[src/rtl/dpm_pkg.sv]
package dpm_pkg;

    localparam int NUM_EVT = 7;
    localparam int OVF_BIT = 0;
    localparam int CLR_BIT = 1;
    localparam int EN_BIT  = 2;
    localparam int SEL_LSB = 24;

    typedef struct packed {
        logic [7:0] sel;
        logic       en;
        logic       ovf;
    } ctrl_t;

    typedef struct packed {
        logic       ok;
        logic [2:0] idx;
    } evt_map_t;

    // Select code to event bus line; ok = 0 for unsupported codes
    function automatic evt_map_t evt_lookup(input logic [7:0] code);
        evt_map_t m;
        m.ok  = 1'b1;
        m.idx = 3'd0;
        case (code)
            8'h04:   m.idx = 3'd0;
            8'h05:   m.idx = 3'd1;
            8'h20:   m.idx = 3'd2;
            8'h21:   m.idx = 3'd3;
            8'h37:   m.idx = 3'd4;
            8'h41:   m.idx = 3'd5;
            8'h42:   m.idx = 3'd6;
            default: m.ok  = 1'b0;
        endcase
        return m;
    endfunction

endpackage

[src/rtl/dpm_evt_match.sv]
module dpm_evt_match
    import dpm_pkg::*;
(
    input  logic [7:0]         sel_i,
    input  logic [NUM_EVT-1:0] evt_i,
    output logic               hit_o
);

    evt_map_t map_w;

    always_comb begin
        map_w = evt_lookup(sel_i);
        hit_o = map_w.ok && evt_i[map_w.idx];
    end

endmodule

[src/rtl/dpm_slice.sv]
module dpm_slice
    import dpm_pkg::*;
#(
    parameter int CNT_W    = 32,
    parameter bit IS_CYCLE = 1'b0
) (
    input  logic               clk,
    input  logic               rst_n,
    input  logic               wr_i,
    input  logic               wr_en_i,
    input  logic               wr_clr_i,
    input  logic [7:0]         wr_sel_i,
    input  logic               run_glb_i,
    input  logic [NUM_EVT-1:0] evt_i,
    output ctrl_t              ctrl_o,
    output logic [CNT_W-1:0]   cnt_o
);

    localparam logic [CNT_W-1:0] CNT_MAX = {CNT_W{1'b1}};

    typedef struct packed {
        ctrl_t            ctrl;
        logic [CNT_W-1:0] cnt;
    } st_t;

    st_t  st_d, st_q;
    logic hit_w;
    logic take_w;
    logic inc_w;

    dpm_evt_match u_match (
        .sel_i (st_q.ctrl.sel),
        .evt_i (evt_i),
        .hit_o (hit_w)
    );

    always_comb begin
        st_d   = st_q;
        // A re-enable of a running slice is dropped
        take_w = wr_i && !(wr_en_i && st_q.ctrl.en);
        inc_w  = st_q.ctrl.en &&
                 (IS_CYCLE ? !st_q.ctrl.ovf : (run_glb_i && hit_w));
        if (take_w) begin
            st_d.ctrl.en  = wr_en_i;
            st_d.ctrl.sel = wr_sel_i;
            st_d.ctrl.ovf = 1'b0;
            if (wr_en_i && wr_clr_i) begin
                st_d.cnt = '0;
            end
        end else if (inc_w) begin
            st_d.cnt = st_q.cnt + 1'b1;
            if (st_q.cnt == CNT_MAX) begin
                st_d.ctrl.ovf = 1'b1;
            end
        end
    end

    always_ff @(posedge clk or negedge rst_n) begin
        if (!rst_n) begin
            st_q <= '0;
        end else begin
            st_q <= st_d;
        end
    end

    assign ctrl_o = st_q.ctrl;
    assign cnt_o  = st_q.cnt;

    generate
        if (IS_CYCLE) begin : g_cyc_chk
            AST_CYCLE_STEP: assert property (@(posedge clk) disable iff (!rst_n)
                (st_q.ctrl.en && !st_q.ctrl.ovf && !wr_i)
                |=> st_q.cnt == $past(st_q.cnt) + 1'b1);
        end else begin : g_evt_chk
            AST_FROZEN_HOLD: assert property (@(posedge clk) disable iff (!rst_n)
                (!run_glb_i && !wr_i) |=> $stable(st_q.cnt));
            AST_EVT_WRAP_ON: assert property (@(posedge clk) disable iff (!rst_n)
                (!wr_i && run_glb_i && st_q.ctrl.en && hit_w && st_q.cnt == CNT_MAX)
                |=> (st_q.cnt == '0) && st_q.ctrl.ovf);
            AST_UNSUP_IDLE: assert property (@(posedge clk) disable iff (!rst_n)
                (!wr_i && !evt_lookup(st_q.ctrl.sel).ok) |=> $stable(st_q.cnt));
        end
    endgenerate

endmodule

[src/rtl/dpm_top.sv]
module dpm_top
    import dpm_pkg::*;
#(
    parameter int NUM_CNT = 4,
    parameter int CNT_W   = 32,
    parameter int ADDR_W  = 8
) (
    input  logic               clk,
    input  logic               rst_n,
    input  logic               reg_valid,
    input  logic               reg_write,
    input  logic [ADDR_W-1:0]  reg_addr,
    input  logic [31:0]        reg_wdata,
    output logic               reg_rvalid,
    output logic [31:0]        reg_rdata,
    input  logic [NUM_EVT-1:0] evt_i,
    output logic               irq
);

    localparam int              IDX_W     = (NUM_CNT > 1) ? $clog2(NUM_CNT) : 1;
    localparam logic [ADDR_W-1:0] CNT_BASE = ADDR_W'(8'h20);
    localparam int              SPAN      = 4 * NUM_CNT;

    typedef struct packed {
        logic        rvalid;
        logic [31:0] rdata;
    } rd_t;

    rd_t              rd_d, rd_q;
    ctrl_t            ctrl_w [NUM_CNT];
    logic [CNT_W-1:0] cnt_w  [NUM_CNT];
    logic             run_glb_w;
    logic             in_ctrl_w, in_cnt_w;
    logic [IDX_W-1:0] ridx_w;
    logic [ADDR_W-1:0] coff_w;

    assign run_glb_w = ctrl_w[0].en && !ctrl_w[0].ovf;

    generate
        for (genvar i = 0; i < NUM_CNT; i++) begin : g_slice
            logic wr_hit;
            assign wr_hit = reg_valid && reg_write && (reg_addr == ADDR_W'(4 * i));
            dpm_slice #(
                .CNT_W    (CNT_W),
                .IS_CYCLE (i == 0)
            ) u_slice (
                .clk       (clk),
                .rst_n     (rst_n),
                .wr_i      (wr_hit),
                .wr_en_i   (reg_wdata[EN_BIT]),
                .wr_clr_i  (reg_wdata[CLR_BIT]),
                .wr_sel_i  (reg_wdata[SEL_LSB +: 8]),
                .run_glb_i (run_glb_w),
                .evt_i     (evt_i),
                .ctrl_o    (ctrl_w[i]),
                .cnt_o     (cnt_w[i])
            );
        end
    endgenerate

    always_comb begin
        coff_w    = reg_addr - CNT_BASE;
        in_ctrl_w = (reg_addr[1:0] == 2'b00) && (int'(reg_addr) < SPAN);
        in_cnt_w  = (reg_addr[1:0] == 2'b00) && (reg_addr >= CNT_BASE) &&
                    (int'(coff_w) < SPAN);
        ridx_w    = in_ctrl_w ? reg_addr[IDX_W+1:2] : coff_w[IDX_W+1:2];
        rd_d      = '0;
        if (reg_valid && !reg_write) begin
            rd_d.rvalid = 1'b1;
            for (int i = 0; i < NUM_CNT; i++) begin
                if (ridx_w == IDX_W'(i)) begin
                    if (in_ctrl_w) begin
                        rd_d.rdata = {ctrl_w[i].sel, 21'b0, ctrl_w[i].en,
                                      1'b0, ctrl_w[i].ovf};
                    end else if (in_cnt_w) begin
                        rd_d.rdata = 32'(cnt_w[i]);
                    end
                end
            end
        end
    end

    always_ff @(posedge clk or negedge rst_n) begin
        if (!rst_n) begin
            rd_q <= '0;
        end else begin
            rd_q <= rd_d;
        end
    end

    assign reg_rvalid = rd_q.rvalid;
    assign reg_rdata  = rd_q.rdata;
    assign irq        = ctrl_w[0].ovf && ctrl_w[0].en;

    AST_IRQ_FROM_WRAP: assert property (@(posedge clk) disable iff (!rst_n)
        $rose(irq) |-> $past(cnt_w[0]) == {CNT_W{1'b1}});
    AST_UNMAPPED_ZERO: assert property (@(posedge clk) disable iff (!rst_n)
        (reg_valid && !reg_write && !in_ctrl_w && !in_cnt_w)
        |=> reg_rvalid && (reg_rdata == 32'h0));
    AST_IRQ_DROP: assert property (@(posedge clk) disable iff (!rst_n)
        (reg_valid && reg_write && reg_addr == '0 && !reg_wdata[EN_BIT])
        |=> !irq);

endmodule

[config.mk]
export PLATFORM = sky130hd
export DESIGN_NAME = dpm_top
export DESIGN_NICKNAME = d
export VERILOG_FILES = /design/src/rtl/dpm_pkg.sv /design/src/rtl/dpm_evt_match.sv /design/src/rtl/dpm_slice.sv /design/src/rtl/dpm_top.sv
export SDC_FILE = /design/constraint.sdc
export NUM_CORES = 1
export LEC_CHECK = 0
export ABC_AREA = 1
export BUFFER_PORTS_ARGS = -buffer_cell sky130_fd_sc_hd__buf_2
export CORE_ASPECT_RATIO = 1.2
export CORE_UTILIZATION = 30
export CTS_CLUSTER_DIAMETER = 200
export DETAILED_ROUTE_END_ITERATION = 8
export SYNTH_ARGS = -nofsm -noshare
export SYNTH_HDL_FRONTEND = slang
export SYNTH_HIERARCHICAL = 1
export SYNTH_SLANG_ARGS = --single-unit
[constraint.sdc]
create_clock -name clk -period 2.9 [get_ports clk]
set_input_delay 0.145 -clock clk [delete_from_list [all_inputs] [get_ports clk]]
set_output_delay 0.145 -clock clk [all_outputs]
set_load 0.02 [all_outputs]
# After elaboration in Yosys (flattened, before gate mapping)
# Index checks and enable logic that the tools add are counted.
# classes
addsub	5
mux	39
n_reduce_logical	57
magnitude_cmp	6
eq_ne	35
# op_table
cell	count
two-way mux 32 bit	13
two-way mux 33 bit	9
adder 32 x 1 -> 32 bit (second input constant)	4
== test 32 bit (second input constant)	4
== test 8 x 6 -> 1 bit (second input constant)	9
== test 8 x 3 -> 1 bit (second input constant)	7
one-hot mux 3 bit (6 select lines)	3
== test 8 x 7 -> 1 bit (second input constant)	6
logical AND 1 bit	29
OR reduction 7 bit	3
== test 8 x 4 -> 1 bit (second input constant)	2
< comparator 8 x 5 -> 1 bit (second input constant)	2
AND reduction 2 bit	8
nonzero test 2 bit	8
< comparator 3 x 4 -> 1 bit (second input constant)	3
two-way mux 1 bit	10
binary-select mux 1 bit (select 3 bit)	3
greater-or-equal comparator 8 x 6 -> 1 bit (second input constant)	1
zero test 8 bit	1
!= test 2 bit (second input constant)	4
subtractor 8 x 6 -> 8 bit (second input constant)	1
zero test 1 bit	6
== test 2 bit (second input constant)	2
zero test 2 bit	2
2 further kinds	2
# totals
input_bits	51
wordCells	160
register_bits	201

# Longest topological paths before layout
# Gate-level depths: netlist (run 1).
# logic_depth
word_depth	16
ltp_mapped	20
ltp_nobuf	19

# Cells and area by module
# Netlist (run 1), hierarchy kept.
# modules_own_cells
module	instances	cells_each	area_per_inst_um2
dpm_slice at g_slice[1].u_slice ...	3	349	2457.4
dpm_top	1	407	2519.9
dpm_slice at g_slice[0].u_slice	1	347	2417.3
dpm_evt_match	3	58	284.0

# Worst setup path before layout (run 1)
# Ideal clock, no wire load.
# synth_path
path_kind	register to register
startpoint	register g_slice[3].u_slice.st_q, in the netlist g_slice[3].u_slice/ctrl_o[3]
endpoint	register g_slice[3].u_slice.st_q, in the netlist g_slice[3].u_slice/cnt_o[4]
path_slack_ns	0.908
path_stages_with_launch	20
synth_period_minus_slack_ns	1.992
arrival_time_ns	1.860
path_buffers	1
t_required_ns	2.768
path_cell_list	dfrtp_1 inv_2 nand2_2 nor2_4 nand2_2 nand3_2 nand2_1 nand3_1 nand2_1 nand2_1 nand2_1 nor2_2 nand3_1 inv_2 nand2_4 inv_2 buf_4 nand2_1 xor2_1 nor2_1
# synth_via
elab_chain_len	9
elab_cells_between_ends	17
cone_classes	eq/ne: 7; mux: 4; reduce/logical: 6
# synth_lines
element	line_no	text
start: declaration	dpm_slice.sv:26	st_t st_d, st_q;
start signal: assignment	dpm_slice.sv:62	st_q <= st_d;
== test 8 x 7 -> 1 bit, or another cell as far along	dpm_pkg.sv:25	case (code)
one-hot mux 3 bit (6 select lines)	dpm_pkg.sv:25	
binary-select mux 1 bit (select 3 bit)	dpm_evt_match.sv:13	hit_o = map_w.ok && evt_i[map_w.idx];
two-way mux 1 bit (implied by the code)	dpm_evt_match.sv:13	
logical AND 1 bit (*)	dpm_evt_match.sv:13	
via g_slice[3].u_slice.hit_w	dpm_slice.sv:27	logic hit_w;
logical AND 1 bit (*)	dpm_slice.sv:42	(IS_CYCLE ? !st_q.ctrl.ovf : (run_glb_i && hit_w));
logical AND 1 bit (*)	dpm_slice.sv:41	inc_w = st_q.ctrl.en &&
nonzero test 2 bit (no line) (*)	-	
AND reduction 2 bit (no line) (*)	-	
# The timed path passes the listed nets; every way through them passes the cells marked *. The select of a mux whose other input is x is not followed.
# A chain may end at the register's enable or synchronous reset.

# Final worst setup path (run 1)
# layout_path
startpoint	register g_slice[2].u_slice.st_q, in the netlist g_slice[2].u_slice/ctrl_o[3]
endpoint	register g_slice[2].u_slice.st_q, in the netlist g_slice[2].u_slice/cnt_o[25]
# layout_via
elab_chain_len	9
elab_cells_between_ends	17
cone_classes	eq/ne: 7; mux: 4; reduce/logical: 6
# layout_lines
element	line_no
start: declaration	dpm_slice.sv:26
start signal: assignment	dpm_slice.sv:62
== test 8 x 7 -> 1 bit, or another cell as far along	dpm_pkg.sv:25
one-hot mux 3 bit (6 select lines)	dpm_pkg.sv:25
binary-select mux 1 bit (select 3 bit)	dpm_evt_match.sv:13
two-way mux 1 bit (implied by the code)	dpm_evt_match.sv:13
logical AND 1 bit (*)	dpm_evt_match.sv:13
via g_slice[2].u_slice.hit_w	dpm_slice.sv:27
logical AND 1 bit (*)	dpm_slice.sv:42
logical AND 1 bit (*)	dpm_slice.sv:41
nonzero test 2 bit (no line) (*)	-
AND reduction 2 bit (no line) (*)	-
# Marks and branches as above.

==> results of run 1 <==
area by class of cell:
| class | instances | area share (%) |
|---|---|---|
| Multi-Input combinational cell | 1502 | 47.15 |
| Sequential cell | 201 | 33.94 |
| Inverter | 219 | 5.563 |
| Tap cell | 552 | 4.660 |
| Clock buffer | 34 | 4.499 |
| Timing Repair Buffer | 88 | 3.740 |
| Clock inverter | 7 | 0.4559 |
through the flow:
| stage | instances | utilization [%] | instance area (um^2) | worst slack (ps) | hold slack (ps) |
|---|---|---|---|---|---|
| after floorplan | 1975 | - | 13160 | 907.9 | -150.6 |
| after global placement | 2551 | 32.51 | 13980 | 447.1 | 279.5 |
| after detailed placement | 2551 | 32.51 | 13980 | 357.1 | 281.2 |
| after CTS | 2603 | 34.47 | 14820 | 318.6 | 20.61 |
| after global routing | 2603 | 34.47 | 14820 | 25.38 | 64.49 |
| final | 2603 | 34.47 | 14820 | 310.1 | 27.47 |
placed cells by master (no fill, tap or decap), types with 2 or more instances in the layout:
cell type      synthesis  routed
a21o_1                 3       3
a21oi_1               52      52
a31oi_1                4       4
buf_2                 20      61
buf_4                 11      14
clkbuf_1              16       6
clkbuf_16              0      23
clkbuf_8               0       6
clkinv_2               0       4
dfrtp_1              201     201
dlygate4sd3_1          0      11
ha_1                   5       5
inv_1                184     184
inv_2                 34      34
inv_6                  0       2
nand2_1              658     658
nand2_2               32      32
nand2_4               11      11
nand2_8                2       2
nand3_1               94      94
nand3_2               21      21
nand3b_1               8       8
nand4_1               37      37
nor2_1               392     392
nor2_2                23      23
nor2_4                25      25
nor2_8                 3       3
nor3_1                16      16
o211ai_1               2       2
o21ai_0               27      27
o21ai_1               29      29
o221ai_1              13      13
o22ai_1               13      13
xnor2_1                8       8
xor2_1                17      17
power by group:
| part | switching (mW) | internal [mW] |
|---|---|---|
| Combinational | 0.292 | 0.114 |
| Sequential | 0.0287 | 2.83 |
| Clock | 1.19 | 1.68 |
| Total | 1.51 | 4.62 |
flip-flops by register name, summed over array words and instances (netlist names):
| register | count |
|---|---|
| g_slice.u_slice/cnt_o | 128 |
| g_slice.u_slice/ctrl_o | 40 |
| reg_rdata | 32 |
| reg_rvalid | 1 |
layer usage:
layer,GRT usage (%),vias up,wire (um)
met5,0,-,13
met4,7.350,2,1649
met3,2.736,75,2159
met2,30.38,367,18750
met1,23.37,5904,17990
li1,-,6283,-
worst register-to-register path, stage by stage, from the launching register on:
cell	delay, ps
dfrtp_1	410
inv_2	110
nand2_2	90
nor2_4	140
nand2_2	90
nand3_2	120
nand2_1	80
nand3_2	70
nand2_1	50
nand2_1	50
nand2_1	60
nor2_2	160
nand3_1	190
inv_2	130
nand2_4	100
nand2_4	260
nand3_1	190
nand2_1	100
nand2_1	50
nor2_1	80
worst max path at each step:
stage                                       startpoint                      endpoint  slack (ps)
after CTS                 g_slice[1].u_slice/ctrl_o[9]  g_slice[1].u_slice/cnt_o[28]         320
after floorplan           g_slice[3].u_slice/ctrl_o[3]   g_slice[3].u_slice/cnt_o[4]         910
after global placement    g_slice[1].u_slice/ctrl_o[3]  g_slice[1].u_slice/cnt_o[27]         450
after detailed placement  g_slice[1].u_slice/ctrl_o[5]  g_slice[1].u_slice/cnt_o[27]         360
final                     g_slice[2].u_slice/ctrl_o[3]  g_slice[2].u_slice/cnt_o[25]         310
after global routing      g_slice[2].u_slice/ctrl_o[6]  g_slice[2].u_slice/cnt_o[25]          30
what timing repair did:
action,4_1_cts,5_1_grt
hold buffers,11,0
setup buffers,0,0
hold endpoints to repair,116,0
endpoints found under the setup margin,0,0
kinds of logic (layout without fill, tap and decap cells):
kind of cell / Yosys count / after routing / synth area share [%]
compound gates: 146 / 146 / 6.246
simple gates: 1326 / 1326 / 44.71
xor+xnor: 25 / 25 / 1.664
buf+inv: 272 / 348 / 8.689
fa+ha+maj: 5 / 5 / 0.4753
flops: 201 / 201 / 38.22
==> impl_metrics.toml, run 1 <==
[synthesis]
ys_types = 40
async_flop_share_pct = 100.0
ys_ff_latch = 201
synth_ff_type = "dfrtp_1"
postSynthCellCount = 1975
synth_area_mm2 = 0.01316
yosysTopAreaCellShare_pct = 38.22
synth_common_cells = "nand2_1, nor2_1, dfrtp_1"
synth_fp_nets = 2031
syn_avg_cell_area_um2 = 6.664
synth_edf_count = 0
synth-warning-count = 6
yosysMostFrequentCell = "nand2_1"
synth_area_leaders = "dfrtp_1, nand2_1, nor2_1, inv_1, nand3_1"
seq_area_frac_synth_pct = 38.22
synth_top_area_cell = "dfrtp_1"

[clocking]
clock_latency_ps = 540
clkSinkCount = 201
clk_pin_slew_ps = 60
clockBufferDepth = 3
cts-resized-gates = 0
cts_max_level = 1
cts-root-buf = "clkbuf_16"
cts_tree = "done"
cts_buffers = 23

[setup_path]
required_ps = 3360
crit_path_start_kind = "register"
r2r-end = "g_slice[2].u_slice/cnt_o[25]"
cp_max_fo = 24
critPathTopFamily = "simple AND/OR/NAND/NOR gates"
slowest_delay_ps = 410
path_cells = "inv_2, nand2_2, nor2_4, nand2_2, nand3_2, nand2_1, nand3_2, nand2_1, nand2_1, nand2_1, nor2_2, nand3_1, inv_2, nand2_4, nand2_4, nand3_1, nand2_1, nand2_1, nor2_1"
cpMaxStageDelayCell = "dfrtp_1"
r2r_slack_ps = 310
critPathKind = "register to register"
r2r_cells = 19
reg2reg_from = "g_slice[2].u_slice/ctrl_o[3]"
endpoint_kind = "register"
cp.buffers_inverters = 2
crit_cells = 19
cp_common_cell = "nand2_1"
worstPathArrival_ps = 3050

[run]
maxCapViolCount = 0

[layout]
multi_input_area_mm2 = 0.006988
fillers = 4671
syn_to_final_growth_pct = 12.62
diodes = 0
drive_gt1_share_pct = 12.92
layout.nets = 2091
seqCellArea_mm2 = 0.005030

[floorplanning]
initial_core_util_pct = 30.61
fp.dieW_um = 193.2
die_h_um = 231.4
core_area_mm2 = 0.04299
io-pin-count = 85
num_rows = 83
fp.dieArea_mm2 = 0.04472

[power_and_ir_drop]
max-vdd-ir-drop_v = 0.0004113
total_power_mw = 6.136
p_per_area_mw_per_mm2 = 414.0
p_leak_nw = 8.222

[timing]
slew_headroom_pct = 45.07
finalCritPeriodShare_pct = 89.31
worst_pin_slew_ps = 821.9
fin_crit_ps = 2590
slew_violations = 0
max_freq_ghz = 0.3861
rsz0062_at_grt = "false"
tns_ps = 0
hold_viol = 0
skew_ps = 22.38
setup_viol = 0

[drt]
routed_wl_um = 40570
via_per_inst = 4.852
drtIter0Drc = 1057
drt_first_pass_iters = 7
vias = 12630
drt_drc_violations_left = 4
wire_per_inst_um = 15.58
ant_nets = 0

[min_path]
holdPathEnd = "g_slice[2].u_slice/ctrl_o[1]"
min_from = "reg_wdata[2]"
min_path_type = "input pin to register"
hold_depth = 3

[status]
status = "complete, but fails checks"
violations = "design-rule violations"

[place]
numPortBuffers = 62
hpwl_um = 31080
gp_congestion = 0.9089

[global_route]
grt_pass1_vias = 12030
antenna_found_initial = 1
grt_pass1_wl_um = 64980
grt_max_degree = 88
gr-usage-all-layers_pct = 18.13
gr-total-overflow = 0
(Power assumes the default switching activity.)
==> inputs of run 2 (changes only) <==
--- a/config.mk
+++ b/config.mk
@@ -8,7 +8,7 @@
 export ABC_AREA = 1
 export BUFFER_PORTS_ARGS = -buffer_cell sky130_fd_sc_hd__buf_2
 export CORE_ASPECT_RATIO = 1.2
-export CORE_UTILIZATION = 30
+export CORE_UTILIZATION = 37
 export CTS_CLUSTER_DIAMETER = 200
 export DETAILED_ROUTE_END_ITERATION = 8
 export SYNTH_ARGS = -nofsm -noshare
==> impl_metrics.toml, run 2 (synthesis gave the netlist of run 1 again) <==
[status]
status = "finished clean"

[power_and_ir_drop]
max-vdd-ir-drop_v = 0.0003537
total_power_mw = 6.695
power_frac_clock_pct = 51.4
comb_power_share_pct = 6.0
p_switching_mw = 1.568
internal_power_mw = 5.127
p_per_area_mw_per_mm2 = 448.6
switching_share_pct = 23.43
seq_power_share_pct = 42.7
p_leak_nw = 8.319

[place]
hpwl_um = 30910
post-place-ws_ps = 384.8
gp_congestion = 0.9181
place_area_mm2 = 0.01390
numPortBuffers = 62

[timing]
setup_slack_ps = 319.4
slew_violations = 0
setup_viol = 0
rsz0062_at_grt = "false"
tns_ps = 0
worst_pin_slew_ps = 913.8
skew_ps = 12.44
finalCritPeriodShare_pct = 88.99
slew_headroom_pct = 38.85
hold_viol = 0
fin_crit_ps = 2581
max_freq_ghz = 0.3875

[floorplanning]
num_rows = 75
fp.dieArea_mm2 = 0.03633
fp.dieW_um = 174.2
die_h_um = 208.6
io-pin-count = 85
core_area_mm2 = 0.03500
initial_core_util_pct = 37.60

[clocking]
clockBufferDepth = 3
cts_buffers = 24
clk_pin_slew_ps = 60
clock_latency_ps = 530
cts-root-buf = "clkbuf_16"
clkSinkCount = 201
cts_tree = "done"
cts_max_level = 1
post_cts_buffers = 0

[setup_path]
worstPathArrival_ps = 3040
r2r_slack_ps = 320
critPathKind = "register to register"
crit_path_start_kind = "register"
critical_path.startpoint = "g_slice[2].u_slice/ctrl_o[9]"
required_ps = 3360
endpoint_kind = "register"
cp_max_fo = 24
r2r_cells = 19
reg2reg_from = "g_slice[2].u_slice/ctrl_o[9]"

[drt]
drt_first_pass_iters = 5
drt_drc_violations_left = 0
wire_per_inst_um = 16.16
ant_nets = 0
vias = 12580
drtIter0Drc = 959
routed_wl_um = 40740
via_per_inst = 4.990

[global_route]
grt_max_degree = 82
grt_pass1_wl_um = 65940
grt_pass1_vias = 12230
gr-usage-all-layers_pct = 22.76
gr-total-overflow = 0
antenna_found_initial = 1

[layout]
syn_to_final_growth_pct = 13.40
drive_gt1_share_pct = 13.36
mostFrequentLayoutCell = "nand2_1"
final_util_pct = 42.64
mostFrequentLayoutCells = "nand2_1, nor2_1, dfrtp_1"
largest_register_ffs = 128
layout.nets = 2096
design_area_mm2 = 0.01493

[run]
maxCapViolCount = 0

[min_path]
min_from = "reg_valid"
hold_depth = 5
min_path_type = "input pin to register"
run 2: power groups by stage:
stage                     Combinational (mW)  Clock [mW]  Sequential, mW
after floorplan                        0.202           0            2.91
after global placement                 0.383           0            2.91
after detailed placement               0.387           0            2.91
after CTS                              0.401        3.50            2.86
after global routing                   0.444        3.61            2.86
final                                  0.399        3.44            2.86
run 2: cell type report:
| class | count | area (um^2) |
|---|---|---|
| diodes | 1 | 2.502 |
| clock buffers | 30 | 674.4 |
| clock inverters | 14 | 229.0 |
| fillers | 3678 | 20080 |
| inverters | 219 | 824.5 |
| multi-input cells | 1502 | 6988 |
| flip-flops and latches | 201 | 5030 |
| well taps | 462 | 578.1 |
| repair buffers | 92 | 599.3 |
run 2: metal layers:
| layer | track usage [%] | wire length, um | up-vias | share of wire [%] |
|---|---|---|---|---|
| li1 | - | - | 6294 | - |
| met1 | 30.09 | 18290 | 5860 | 45 |
| met2 | 37.27 | 18710 | 325 | 46 |
| met3 | 2.729 | 1901 | 102 | 4.7 |
| met4 | 10.28 | 1839 | 0 | 4.5 |
| met5 | 0 | 0 | - | 0 |
run 2: final timing paths:
path                                                 to
max in group asynchronous  g_slice[0].u_slice/cnt_o[14]
hold / removal                            reg_rdata[27]
setup reg to reg           g_slice[2].u_slice/cnt_o[26]
setup / recovery           g_slice[2].u_slice/cnt_o[26]
hold reg to reg            g_slice[0].u_slice/ctrl_o[3]
min in group asynchronous  g_slice[3].u_slice/ctrl_o[4]
run 2: what timing repair did:
action	in CTS	in global routing
endpoints found under the hold margin	113	0
hold buffers	12	0
resized for setup	0	0
run 2: through the flow:
stage	hold WS [ps]	std cells
finish	59.68	2521
global route	95.04	2521
CTS	26.22	2520
detailed placement	247.7	2464
global placement	243.9	2464
floorplan	-150.6	1975
run 2: critical path, cell delays in order, from the launching register on:
cell	delay (ps)
dfrtp_1	440
inv_2	80
nand2_1	80
nor2_2	160
nand2_1	90
nand3_2	100
nand2_1	60
nand3_1	80
nand2_1	60
nand2_1	50
nand2_1	60
nor2_2	130
nand3_1	170
inv_2	130
nand2_4	110
nand2_4	280
nand3_1	190
nand2_1	90
nand2_1	50
nor2_1	90
